File: src/rtl/snd_dma_pkg.sv
package snd_dma_pkg;
    typedef enum logic [3:0] {
        S_IDLE, S_DESC, S_PLAN, S_MEMRD, S_FIFOOUT,
        S_FIFOIN, S_MEMWR, S_ACCOUNT, S_POSWR, S_DESCEND
    } dma_state_t;

    localparam logic [3:0] RA_CTRL   = 4'd0;
    localparam logic [3:0] RA_STATUS = 4'd1;
    localparam logic [3:0] RA_CBL    = 4'd2;
    localparam logic [3:0] RA_LVI    = 4'd3;
    localparam logic [3:0] RA_WM     = 4'd4;
    localparam logic [3:0] RA_FSZ    = 4'd5;
    localparam logic [3:0] RA_BDL_LO = 4'd6;
    localparam logic [3:0] RA_BDL_HI = 4'd7;
    localparam logic [3:0] RA_POS_LO = 4'd8;
    localparam logic [3:0] RA_POS_HI = 4'd9;
    localparam logic [3:0] RA_LPIB   = 4'd10;

    function automatic logic [31:0] wm_bytes(input logic [2:0] code);
        unique case (code)
            3'd2:    wm_bytes = 32'd8;
            3'd3:    wm_bytes = 32'd16;
            default: wm_bytes = 32'd32;
        endcase
    endfunction
endpackage

File: src/rtl/snd_dma_regs.sv
module snd_dma_regs #(
    parameter bit IS_OUT = 1'b1,
    parameter int AW     = 64,
    parameter int IDX_W  = 8,
    parameter int FSZ_W  = 8
) (
    input  logic             clk,
    input  logic             rst_n,
    input  logic             wr_en,
    input  logic [3:0]       addr,
    input  logic [31:0]      wdata,
    output logic [31:0]      rdata,
    output logic             run,
    output logic             wb_en,
    output logic [31:0]      cbl,
    output logic [IDX_W-1:0] lvi,
    output logic [2:0]       wm_code,
    output logic [FSZ_W-1:0] fifo_sz,
    output logic [AW-1:0]    bdl_base,
    output logic [AW-1:0]    pos_base,
    input  logic [31:0]      lpib,
    input  logic             set_done,
    output logic             irq
);
    import snd_dma_pkg::*;

    localparam logic [2:0]       WM_RST  = IS_OUT ? 3'd4 : 3'd2;
    localparam logic [FSZ_W-1:0] FSZ_RST = IS_OUT ? FSZ_W'(191) : FSZ_W'(119);

    logic [31:0] bdl_lo, bdl_hi, pos_lo, pos_hi;
    logic        done_q;

    assign bdl_base = AW'({bdl_hi, bdl_lo});
    assign pos_base = AW'({pos_hi, pos_lo});
    assign irq      = done_q;

    always_ff @(posedge clk) begin
        if (!rst_n) begin
            run <= 1'b0; wb_en <= 1'b0; cbl <= '0; lvi <= '0;
            wm_code <= WM_RST; fifo_sz <= FSZ_RST; done_q <= 1'b0;
            bdl_lo <= '0; bdl_hi <= '0; pos_lo <= '0; pos_hi <= '0;
        end else begin
            if (wr_en) begin
                unique case (addr)
                    RA_CTRL:   begin run <= wdata[0]; wb_en <= wdata[1]; end
                    RA_CBL:    cbl <= wdata;
                    RA_LVI:    lvi <= wdata[IDX_W-1:0];
                    RA_WM:     wm_code <= (wdata == 32'd2 || wdata == 32'd3 || wdata == 32'd4)
                                          ? wdata[2:0] : 3'd4;
                    RA_FSZ:    fifo_sz <= wdata[FSZ_W-1:0];
                    RA_BDL_LO: bdl_lo <= wdata;
                    RA_BDL_HI: bdl_hi <= wdata;
                    RA_POS_LO: pos_lo <= wdata;
                    RA_POS_HI: pos_hi <= wdata;
                    default:   ;
                endcase
            end
            if (set_done)
                done_q <= 1'b1;
            else if (wr_en && addr == RA_STATUS && wdata[0])
                done_q <= 1'b0;
        end
    end

    always_comb begin
        unique case (addr)
            RA_CTRL:   rdata = {30'd0, wb_en, run};
            RA_STATUS: rdata = {31'd0, done_q};
            RA_CBL:    rdata = cbl;
            RA_LVI:    rdata = 32'(lvi);
            RA_WM:     rdata = {29'd0, wm_code};
            RA_FSZ:    rdata = 32'(fifo_sz);
            RA_BDL_LO: rdata = bdl_lo;
            RA_BDL_HI: rdata = bdl_hi;
            RA_POS_LO: rdata = pos_lo;
            RA_POS_HI: rdata = pos_hi;
            RA_LPIB:   rdata = lpib;
            default:   rdata = '0;
        endcase
    end
endmodule

File: src/rtl/snd_dma_seq.sv
module snd_dma_seq #(
    parameter bit IS_OUT    = 1'b1,
    parameter int AW        = 64,
    parameter int IDX_W     = 8,
    parameter int FSZ_W     = 8,
    parameter int STREAM_ID = 0
) (
    input  logic             clk,
    input  logic             rst_n,
    input  logic             run,
    input  logic             wb_en,
    input  logic [31:0]      cbl,
    input  logic [IDX_W-1:0] lvi,
    input  logic [2:0]       wm_code,
    input  logic [FSZ_W-1:0] fifo_sz,
    input  logic [AW-1:0]    bdl_base,
    input  logic [AW-1:0]    pos_base,
    output logic [31:0]      lpib,
    output logic             set_done,
    output logic             mem_req,
    output logic             mem_we,
    output logic [AW-1:0]    mem_addr,
    output logic [3:0]       mem_be,
    output logic [31:0]      mem_wdata,
    input  logic             mem_ack,
    input  logic [31:0]      mem_rdata,
    output logic             fs_out_valid,
    output logic [7:0]       fs_out_data,
    input  logic             fs_out_ready,
    input  logic             fs_in_valid,
    input  logic [7:0]       fs_in_data,
    output logic             fs_in_ready
);
    import snd_dma_pkg::*;

    localparam dma_state_t FIRST_BEAT = IS_OUT ? S_MEMRD : S_FIFOIN;
    localparam logic [AW-1:0] POS_OFS = AW'(STREAM_ID * 8);

    dma_state_t state, state_nx;

    logic [1:0]       beat;
    logic [IDX_W-1:0] idx;
    logic [31:0]      off, len, burst_n, done, held;
    logic [AW-1:0]    buf_addr;
    logic             ioc;
    logic [7:0]       byte_q;

    logic [31:0] rem, room, cap, plan_n, held_sum;
    logic        flush, byte_hs, burst_end, desc_end;

    always_comb begin
        rem  = len - off;
        room = cbl - lpib - held;
        cap  = 32'(fifo_sz) + 32'd1;
        plan_n = (rem < cap) ? rem : cap;
        if (room < plan_n) plan_n = room;
        held_sum  = held + done;
        flush     = (held_sum >= wm_bytes(wm_code)) || (lpib + held_sum == cbl);
        byte_hs   = (state == S_FIFOOUT && fs_out_ready) || (state == S_MEMWR && mem_ack);
        burst_end = (done + 32'd1 == burst_n) || !run;
        desc_end  = (off == len);
    end

    // state register
    always_ff @(posedge clk) begin
        if (!rst_n) state <= S_IDLE;
        else        state <= state_nx;
    end

    // next-state logic
    always_comb begin
        state_nx = state;
        unique case (state)
            S_IDLE:    if (run) state_nx = S_DESC;
            S_DESC:    if (mem_ack && beat == 2'd3) state_nx = S_PLAN;
            S_PLAN: begin
                if (!run)               state_nx = S_IDLE;
                else if (rem == 32'd0)  state_nx = S_DESCEND;
                else if (plan_n == 0)   state_nx = S_ACCOUNT;
                else                    state_nx = FIRST_BEAT;
            end
            S_MEMRD:   if (mem_ack) state_nx = S_FIFOOUT;
            S_FIFOIN:  if (fs_in_valid) state_nx = S_MEMWR;
            S_FIFOOUT, S_MEMWR:
                if (byte_hs) state_nx = burst_end ? S_ACCOUNT : FIRST_BEAT;
            S_ACCOUNT: begin
                if (flush && wb_en) state_nx = S_POSWR;
                else                state_nx = desc_end ? S_DESCEND : S_PLAN;
            end
            S_POSWR:   if (mem_ack) state_nx = desc_end ? S_DESCEND : S_PLAN;
            S_DESCEND: state_nx = run ? S_DESC : S_IDLE;
            default:   state_nx = S_IDLE;
        endcase
    end

    // outputs
    always_comb begin
        mem_req = 1'b0; mem_we = 1'b0; mem_be = 4'hF;
        mem_addr = '0; mem_wdata = '0;
        fs_out_valid = 1'b0; fs_in_ready = 1'b0;
        set_done = 1'b0;
        unique case (state)
            S_DESC: begin
                mem_req  = 1'b1;
                mem_addr = bdl_base + AW'({idx, 4'b0000}) + AW'({beat, 2'b00});
            end
            S_MEMRD: begin
                mem_req  = 1'b1;
                mem_addr = buf_addr + AW'(off);
            end
            S_MEMWR: begin
                mem_req   = 1'b1;
                mem_we    = 1'b1;
                mem_addr  = buf_addr + AW'(off);
                mem_be    = 4'b0001 << mem_addr[1:0];
                mem_wdata = {4{byte_q}};
            end
            S_POSWR: begin
                mem_req   = 1'b1;
                mem_we    = 1'b1;
                mem_addr  = pos_base + POS_OFS;
                mem_wdata = lpib;
            end
            S_FIFOOUT: fs_out_valid = 1'b1;
            S_FIFOIN:  fs_in_ready  = 1'b1;
            S_DESCEND: set_done = ioc && (len != 32'd0);
            default: ;
        endcase
    end
    assign fs_out_data = byte_q;

    // datapath
    always_ff @(posedge clk) begin
        if (!rst_n) begin
            beat <= '0; idx <= '0; off <= '0; len <= '0; burst_n <= '0;
            done <= '0; held <= '0; lpib <= '0; buf_addr <= '0;
            ioc <= 1'b0; byte_q <= '0;
        end else begin
            unique case (state)
                S_IDLE: beat <= '0;
                S_DESC: if (mem_ack) begin
                    beat <= beat + 2'd1;
                    unique case (beat)
                        2'd0: buf_addr[31:0] <= mem_rdata;
                        2'd1: buf_addr <= {AW'(mem_rdata) << 32} | AW'(buf_addr[31:0]);
                        2'd2: len <= mem_rdata;
                        default: ioc <= mem_rdata[0];
                    endcase
                end
                S_PLAN: begin
                    burst_n <= plan_n;
                    done    <= '0;
                end
                S_MEMRD:  if (mem_ack) byte_q <= mem_rdata[7:0];
                S_FIFOIN: if (fs_in_valid) byte_q <= fs_in_data;
                S_FIFOOUT, S_MEMWR: if (byte_hs) begin
                    off  <= off + 32'd1;
                    done <= done + 32'd1;
                end
                S_ACCOUNT: begin
                    if (flush) begin
                        lpib <= (lpib + held_sum == cbl) ? 32'd0 : lpib + held_sum;
                        held <= '0;
                    end else begin
                        held <= held_sum;
                    end
                    done <= '0;
                end
                S_DESCEND: begin
                    idx  <= (idx == lvi) ? '0 : idx + 1'b1;
                    off  <= '0;
                    beat <= '0;
                end
                default: ;
            endcase
        end
    end
endmodule

File: src/rtl/snd_dma_engine.sv
module snd_dma_engine #(
    parameter bit IS_OUT    = 1'b1,
    parameter int AW        = 64,
    parameter int IDX_W     = 8,
    parameter int FSZ_W     = 8,
    parameter int STREAM_ID = 0
) (
    input  logic          clk,
    input  logic          rst_n,
    input  logic          reg_wr_en,
    input  logic [3:0]    reg_addr,
    input  logic [31:0]   reg_wdata,
    output logic [31:0]   reg_rdata,
    output logic          irq,
    output logic          mem_req,
    output logic          mem_we,
    output logic [AW-1:0] mem_addr,
    output logic [3:0]    mem_be,
    output logic [31:0]   mem_wdata,
    input  logic          mem_ack,
    input  logic [31:0]   mem_rdata,
    output logic          fs_out_valid,
    output logic [7:0]    fs_out_data,
    input  logic          fs_out_ready,
    input  logic          fs_in_valid,
    input  logic [7:0]    fs_in_data,
    output logic          fs_in_ready
);
    logic             run, wb_en, set_done;
    logic [31:0]      cbl, lpib;
    logic [IDX_W-1:0] lvi;
    logic [2:0]       wm_code;
    logic [FSZ_W-1:0] fifo_sz;
    logic [AW-1:0]    bdl_base, pos_base;

    snd_dma_regs #(.IS_OUT(IS_OUT), .AW(AW), .IDX_W(IDX_W), .FSZ_W(FSZ_W)) u_regs (
        .clk(clk), .rst_n(rst_n), .wr_en(reg_wr_en), .addr(reg_addr),
        .wdata(reg_wdata), .rdata(reg_rdata), .run(run), .wb_en(wb_en),
        .cbl(cbl), .lvi(lvi), .wm_code(wm_code), .fifo_sz(fifo_sz),
        .bdl_base(bdl_base), .pos_base(pos_base), .lpib(lpib),
        .set_done(set_done), .irq(irq)
    );

    snd_dma_seq #(.IS_OUT(IS_OUT), .AW(AW), .IDX_W(IDX_W), .FSZ_W(FSZ_W),
                  .STREAM_ID(STREAM_ID)) u_seq (
        .clk(clk), .rst_n(rst_n), .run(run), .wb_en(wb_en), .cbl(cbl),
        .lvi(lvi), .wm_code(wm_code), .fifo_sz(fifo_sz),
        .bdl_base(bdl_base), .pos_base(pos_base), .lpib(lpib),
        .set_done(set_done), .mem_req(mem_req), .mem_we(mem_we),
        .mem_addr(mem_addr), .mem_be(mem_be), .mem_wdata(mem_wdata),
        .mem_ack(mem_ack), .mem_rdata(mem_rdata),
        .fs_out_valid(fs_out_valid), .fs_out_data(fs_out_data),
        .fs_out_ready(fs_out_ready), .fs_in_valid(fs_in_valid),
        .fs_in_data(fs_in_data), .fs_in_ready(fs_in_ready)
    );
endmodule

File: config.mk
export PLATFORM = sky130hd
export DESIGN_NAME = snd_dma_engine
export DESIGN_NICKNAME = d
export VERILOG_FILES = /design/src/rtl/snd_dma_pkg.sv /design/src/rtl/snd_dma_regs.sv /design/src/rtl/snd_dma_seq.sv /design/src/rtl/snd_dma_engine.sv
export SDC_FILE = /design/constraint.sdc
export NUM_CORES = 2
export LEC_CHECK = 0
export BUFFER_PORTS_ARGS = -buffer_cell sky130_fd_sc_hd__buf_4
export CORE_ASPECT_RATIO = 1.75
export CORE_MARGIN = 3
export CORE_UTILIZATION = 50
export DETAILED_ROUTE_END_ITERATION = 7
export GPL_ROUTABILITY_DRIVEN = 0
export GPL_TIMING_DRIVEN = 0
export PLACE_DENSITY_LB_ADDON = 0.08
export SYNTH_ARGS = -nofsm -noshare
export SYNTH_HDL_FRONTEND = slang
export SYNTH_SLANG_ARGS = --single-unit
export TNS_END_PERCENT = 1
File: constraint.sdc
create_clock -name clk -period 5.67 [get_ports clk]
set_input_delay 0.567 -clock clk [delete_from_list [all_inputs] [get_ports clk]]
set_output_delay 0.567 -clock clk [all_outputs]
set_load 0.05 [all_outputs]
==> results.md <==
- TritonCTS clock tree: built
- Smallest setup slack after layout: -0.453 ns
- Later-pin clock latency in the skew report: 0.64 ns
- Area taken by multi-input logic gates: 0.0253 mm²
- Pleak: 16.1 nW
- Buffer levels on the longest clock path: 3
- Detailed-route wire length: 169 mm
- FF-to-FF path depth: 27
- Setup repair after global routing missed its margin: true
- P&R area growth vs syn: 17.3%
- # clock sinks: 461
- Fraction of layout instances using a drive strength above 1: 0.124
- Req. time, crit path: 6.16 ns
- Register bank with the most flops: u_seq.buf_addr
- Site Rows: 128
- Number of hold buffers added after cts: 0
- Slowest stage cell, crit path: sky130_fd_sc_hd__dfxtp_1
- Number of fill cells: 6814
- Effective utilization at floorplan: 0.506
- Synthesized area per cell: 7.35 µm²
- Max_cap viols: 1
- Die width: 207 µm
- Critical path endpoint category: flip-flop
- Global-route wire length before repair: 243 mm
- Clock input transition at the sequential cells of the worst setup and hold paths: 0.07 ns
- Sequential cell area: 0.00933 mm²
- Final HPWL from detailed placement: 134 mm
- Die outline area: 0.0741 mm²
- Global-route usage over all layers: 0.442
- Post-route DRC: 6
- Power Total: 8.53 mW
- Number of flip-flops under the largest register name: 64
- Largest net degree at the start of global routing: 15
- Total core area: 0.0698 mm²
- Flops & latches, synth: 461
- Tmin final: 6.12 ns
- Biggest fanout along the worst timing path: 10
- Master cell of the clock root buffer: sky130_fd_sc_hd__clkbuf_16
- Die height: 358 µm
- Via count of the first global-routing pass: 38600
- Category of the most critical setup path: reg2reg
- CP top delay family: compound AO/OA/AOI/OAI gates
- Post-synth top flop: sky130_fd_sc_hd__dfxtp_1
- Status: finished with violations
- Number of placed I/O pins: 227
- Congestion Overflow GR: 0
- Number of enable flip-flop cells after synthesis: 0
- H-tree lvl count: 2
- # nets final: 5485
- Share of the cycle needed by the critical path after routing: 1.08
- Startpoint of the lowest-slack register-to-register path: u_seq.off[21]$_SDFFE_PN0P_
- Critical path launch point: u_seq.off[21]$_SDFFE_PN0P_
- Buffering stage count on the worst path with inverters included: 4
- Final core utilization: 0.594
- Maximum VDD drop: 275 µV
- Critical Path Stages: 27
- Biggest cell delay along the critical path: 0.48 ns
- Reg-to-reg endpoint: u_seq.burst_n[0]$_SDFFE_PN0P_
- Final count of hold timing violations: 0
- Setup WS pre-CTS: -2.26 ns
- Achievable frequency: 163 MHz
- Clock buffer count from CTS: 48
- Worst-case headroom to the max-slew limit: -0.0230
- Overall via count from detail_route: 40200
- Least-Margin Pin Slew: 1.52 ns
- Critical path capture point: u_seq.burst_n[0]$_SDFFE_PN0P_
- Count of warnings emitted by yosys: 0
- Power per unit of standard cell area: 206 mW/mm²
- Final max-slew violation count: 8
- Register-to-register setup slack: -0.45 ns
- Number of input and output port buffers inserted: 219
- Number of antenna violations at the first check in global routing: 6
- Type of the most critical hold path: in2reg
- Drt initial violations: 4263
- Post-synthesis cell area: 0.0354 mm²
- CP Launch Type: flip-flop
- Avg WL per Cell: 27.7 µm
- Critical Path AT: 6.61 ns
- Post-synthesis async set-or-reset flop share: 0
- Count of cell types in the netlist: 91
- Via density per instance: 6.58
- Violated checks: DRC, capacitance limit, slew limit, setup timing
- Syn Inst Count: 4810
- Detailed Routing Iterations Pass 1: 8
- Max Clock Skew: 0.0358 ns
- Share of synthesized area occupied by flip-flops and latches: 0.261
- Antenna-violating nets left: 0
- Final number of setup-violating endpoints: 73
[worst register-to-register path, cell delays in order, from the launching register on]
cell and delay [ns]:
sky130_fd_sc_hd__dfxtp_1 0.48, sky130_fd_sc_hd__inv_1 0.12, sky130_fd_sc_hd__ha_1 0.47, sky130_fd_sc_hd__nand2_1 0.14, sky130_fd_sc_hd__o21ai_0 0.39, sky130_fd_sc_hd__nor3_1 0.11
sky130_fd_sc_hd__a2bb2oi_1 0.29, sky130_fd_sc_hd__nand3_1 0.16, sky130_fd_sc_hd__mux2i_1 0.15, sky130_fd_sc_hd__nor4_2 0.36, sky130_fd_sc_hd__nand4_1 0.24, sky130_fd_sc_hd__nand4b_1 0.25
sky130_fd_sc_hd__clkbuf_8 0.20, sky130_fd_sc_hd__mux2i_4 0.21, sky130_fd_sc_hd__ha_1 0.32, sky130_fd_sc_hd__a21o_1 0.16, sky130_fd_sc_hd__a21o_1 0.18, sky130_fd_sc_hd__a21oi_2 0.17
sky130_fd_sc_hd__o21ai_1 0.09, sky130_fd_sc_hd__a21oi_1 0.19, sky130_fd_sc_hd__o21ai_1 0.14, sky130_fd_sc_hd__nor2_4 0.26, sky130_fd_sc_hd__o211ai_1 0.15, sky130_fd_sc_hd__nand3_2 0.13
sky130_fd_sc_hd__buf_6 0.15, sky130_fd_sc_hd__clkbuf_16 0.17, sky130_fd_sc_hd__mux2i_1 0.23, sky130_fd_sc_hd__a21oi_1 0.09
[logic make-up (layout without fill, tap and decap cells)]
logic type / count (synthesis) / count (layout) / synth area share
AND/OR/NAND/NOR: 1941 / 1941 / 0.257
AO/OA/AOI/OAI: 1332 / 1332 / 0.240
buffers and inverters: 464 / 819 / 0.0502
flip-flops: 461 / 461 / 0.261
XOR/XNOR: 314 / 314 / 0.0814
adder cells (fa/ha/maj): 254 / 254 / 0.0975
multiplexers: 43 / 43 / 0.0123
other: 1 / 29 / 0.000106
[per-layer routing]
metal  track usage  up-vias  part of all wire
li1              -    17900                 -
met1         0.423    18800              0.31
met2         0.734     2482              0.46
met3         0.113      977             0.093
met4         0.469        2              0.14
met5             0        -          0.000077
[cell usage after synthesis, types with 18 or more instances]
library cell	instances	area share
sky130_fd_sc_hd__o21ai_0	204	0.029
sky130_fd_sc_hd__nor4_1	54	0.0096
sky130_fd_sc_hd__a22oi_1	126	0.027
sky130_fd_sc_hd__clkbuf_1	259	0.028
sky130_fd_sc_hd__o211ai_1	33	0.0070
sky130_fd_sc_hd__or2_2	23	0.0041
sky130_fd_sc_hd__dfxtp_1	461	0.26
sky130_fd_sc_hd__xnor2_1	187	0.046
sky130_fd_sc_hd__o21a_1	44	0.0093
sky130_fd_sc_hd__nor3_1	106	0.015
sky130_fd_sc_hd__or3_1	36	0.0064
sky130_fd_sc_hd__nand4_1	88	0.016
sky130_fd_sc_hd__nor2_1	304	0.032
sky130_fd_sc_hd__inv_1	183	0.019
sky130_fd_sc_hd__nand2b_1	42	0.0074
sky130_fd_sc_hd__nor2b_1	37	0.0065
sky130_fd_sc_hd__a211oi_1	41	0.0087
sky130_fd_sc_hd__xor2_1	118	0.029
sky130_fd_sc_hd__nand2_1	852	0.090
sky130_fd_sc_hd__a2111oi_0	18	0.0045
sky130_fd_sc_hd__and2_1	40	0.0071
sky130_fd_sc_hd__ha_1	218	0.077
sky130_fd_sc_hd__a31oi_1	35	0.0062
sky130_fd_sc_hd__nand3_1	199	0.028
sky130_fd_sc_hd__fa_1	36	0.020
sky130_fd_sc_hd__mux2i_1	39	0.011
sky130_fd_sc_hd__o221ai_1	30	0.0074
sky130_fd_sc_hd__a21oi_1	514	0.073
sky130_fd_sc_hd__and3_1	61	0.011
sky130_fd_sc_hd__a21o_1	73	0.016
sky130_fd_sc_hd__o21bai_1	19	0.0040
sky130_fd_sc_hd__a22o_1	28	0.0069
sky130_fd_sc_hd__and4_1	20	0.0050
[area by class of cell]
class                      instances  area share
sequential                       461       0.225
timing repair buffer             289      0.0526
multi-input combinational       3907       0.610
tap                              910      0.0275
inverter                         183      0.0168
antenna                            6    0.000362
clock inverter                    22     0.00739
buffer                           259      0.0260
clock buffer                      66      0.0340
[stage by stage]
stage,hold WS [ns],cells,TNS (ns),instance area (µm²)
floorplan,0.436,4832,0,35500
global placement,0.446,5961,-121.91,38200
detailed placement,0.451,5962,-122.16,38300
CTS,0.215,6094,-7.76,41400
global route,0.235,6100,-33.36,41500
finish,0.228,6103,-22.01,41500
[power breakdown]
group	internal, mW	total, mW	switching, mW
Sequential	3.28	3.33	0.0503
Clock	2.06	3.60	1.54
Combinational	0.523	1.60	1.07
Total	5.86	8.53	2.67
[what timing repair did]
item | in CTS | in global routing
setup endpoints to repair | 106 | 91
gates cloned | 1 | 0
gates resized for setup | 281 | 17
pin swaps | 73 | 10
setup buffers | 65 | 4
[cell usage in the layout (no fill, tap or decap), types with 17 or more instances in the layout]
master and n:
sky130_fd_sc_hd__a211oi_1 34, sky130_fd_sc_hd__a21o_1 73, sky130_fd_sc_hd__a21oi_1 496, sky130_fd_sc_hd__a21oi_2 17, sky130_fd_sc_hd__a22o_1 28, sky130_fd_sc_hd__a22oi_1 125, sky130_fd_sc_hd__a31oi_1 30, sky130_fd_sc_hd__and2_1 38
sky130_fd_sc_hd__and3_1 61, sky130_fd_sc_hd__and4_1 19, sky130_fd_sc_hd__buf_4 288, sky130_fd_sc_hd__clkbuf_1 231, sky130_fd_sc_hd__clkbuf_16 50, sky130_fd_sc_hd__conb_1 23, sky130_fd_sc_hd__dfxtp_1 407, sky130_fd_sc_hd__dfxtp_2 39
sky130_fd_sc_hd__fa_1 34, sky130_fd_sc_hd__ha_1 182, sky130_fd_sc_hd__ha_2 23, sky130_fd_sc_hd__inv_1 173, sky130_fd_sc_hd__mux2i_1 37, sky130_fd_sc_hd__nand2_1 851, sky130_fd_sc_hd__nand2b_1 42, sky130_fd_sc_hd__nand3_1 194
sky130_fd_sc_hd__nand4_1 88, sky130_fd_sc_hd__nor2_1 299, sky130_fd_sc_hd__nor2b_1 36, sky130_fd_sc_hd__nor3_1 101, sky130_fd_sc_hd__nor4_1 49, sky130_fd_sc_hd__o211ai_1 33, sky130_fd_sc_hd__o21a_1 44, sky130_fd_sc_hd__o21ai_0 190
sky130_fd_sc_hd__o21bai_1 18, sky130_fd_sc_hd__o221ai_1 30, sky130_fd_sc_hd__or2_2 21, sky130_fd_sc_hd__or3_1 36, sky130_fd_sc_hd__xnor2_1 184, sky130_fd_sc_hd__xor2_1 116
[worst min-delay path by stage]
stage                                                 end  slack [ns]                            start  cells after the start
after floorplan           u_seq.buf_addr[44]$_SDFFE_PN0P_        0.44  u_seq.buf_addr[44]$_SDFFE_PN0P_                      2
after global placement    u_seq.buf_addr[61]$_SDFFE_PN0P_        0.45  u_seq.buf_addr[61]$_SDFFE_PN0P_                      2
after detailed placement  u_seq.buf_addr[15]$_SDFFE_PN0P_        0.45  u_seq.buf_addr[15]$_SDFFE_PN0P_                      2
after CTS                  u_regs.pos_lo[23]$_SDFFE_PN0P_        0.21                    reg_wdata[23]                      3
after global routing       u_regs.bdl_hi[24]$_SDFFE_PN0P_        0.23                    reg_wdata[24]                      3
final                          u_regs.cbl[8]$_SDFFE_PN0P_        0.23                     reg_wdata[8]                      3
No activity file was read; power rests on OpenSTA's default activity.
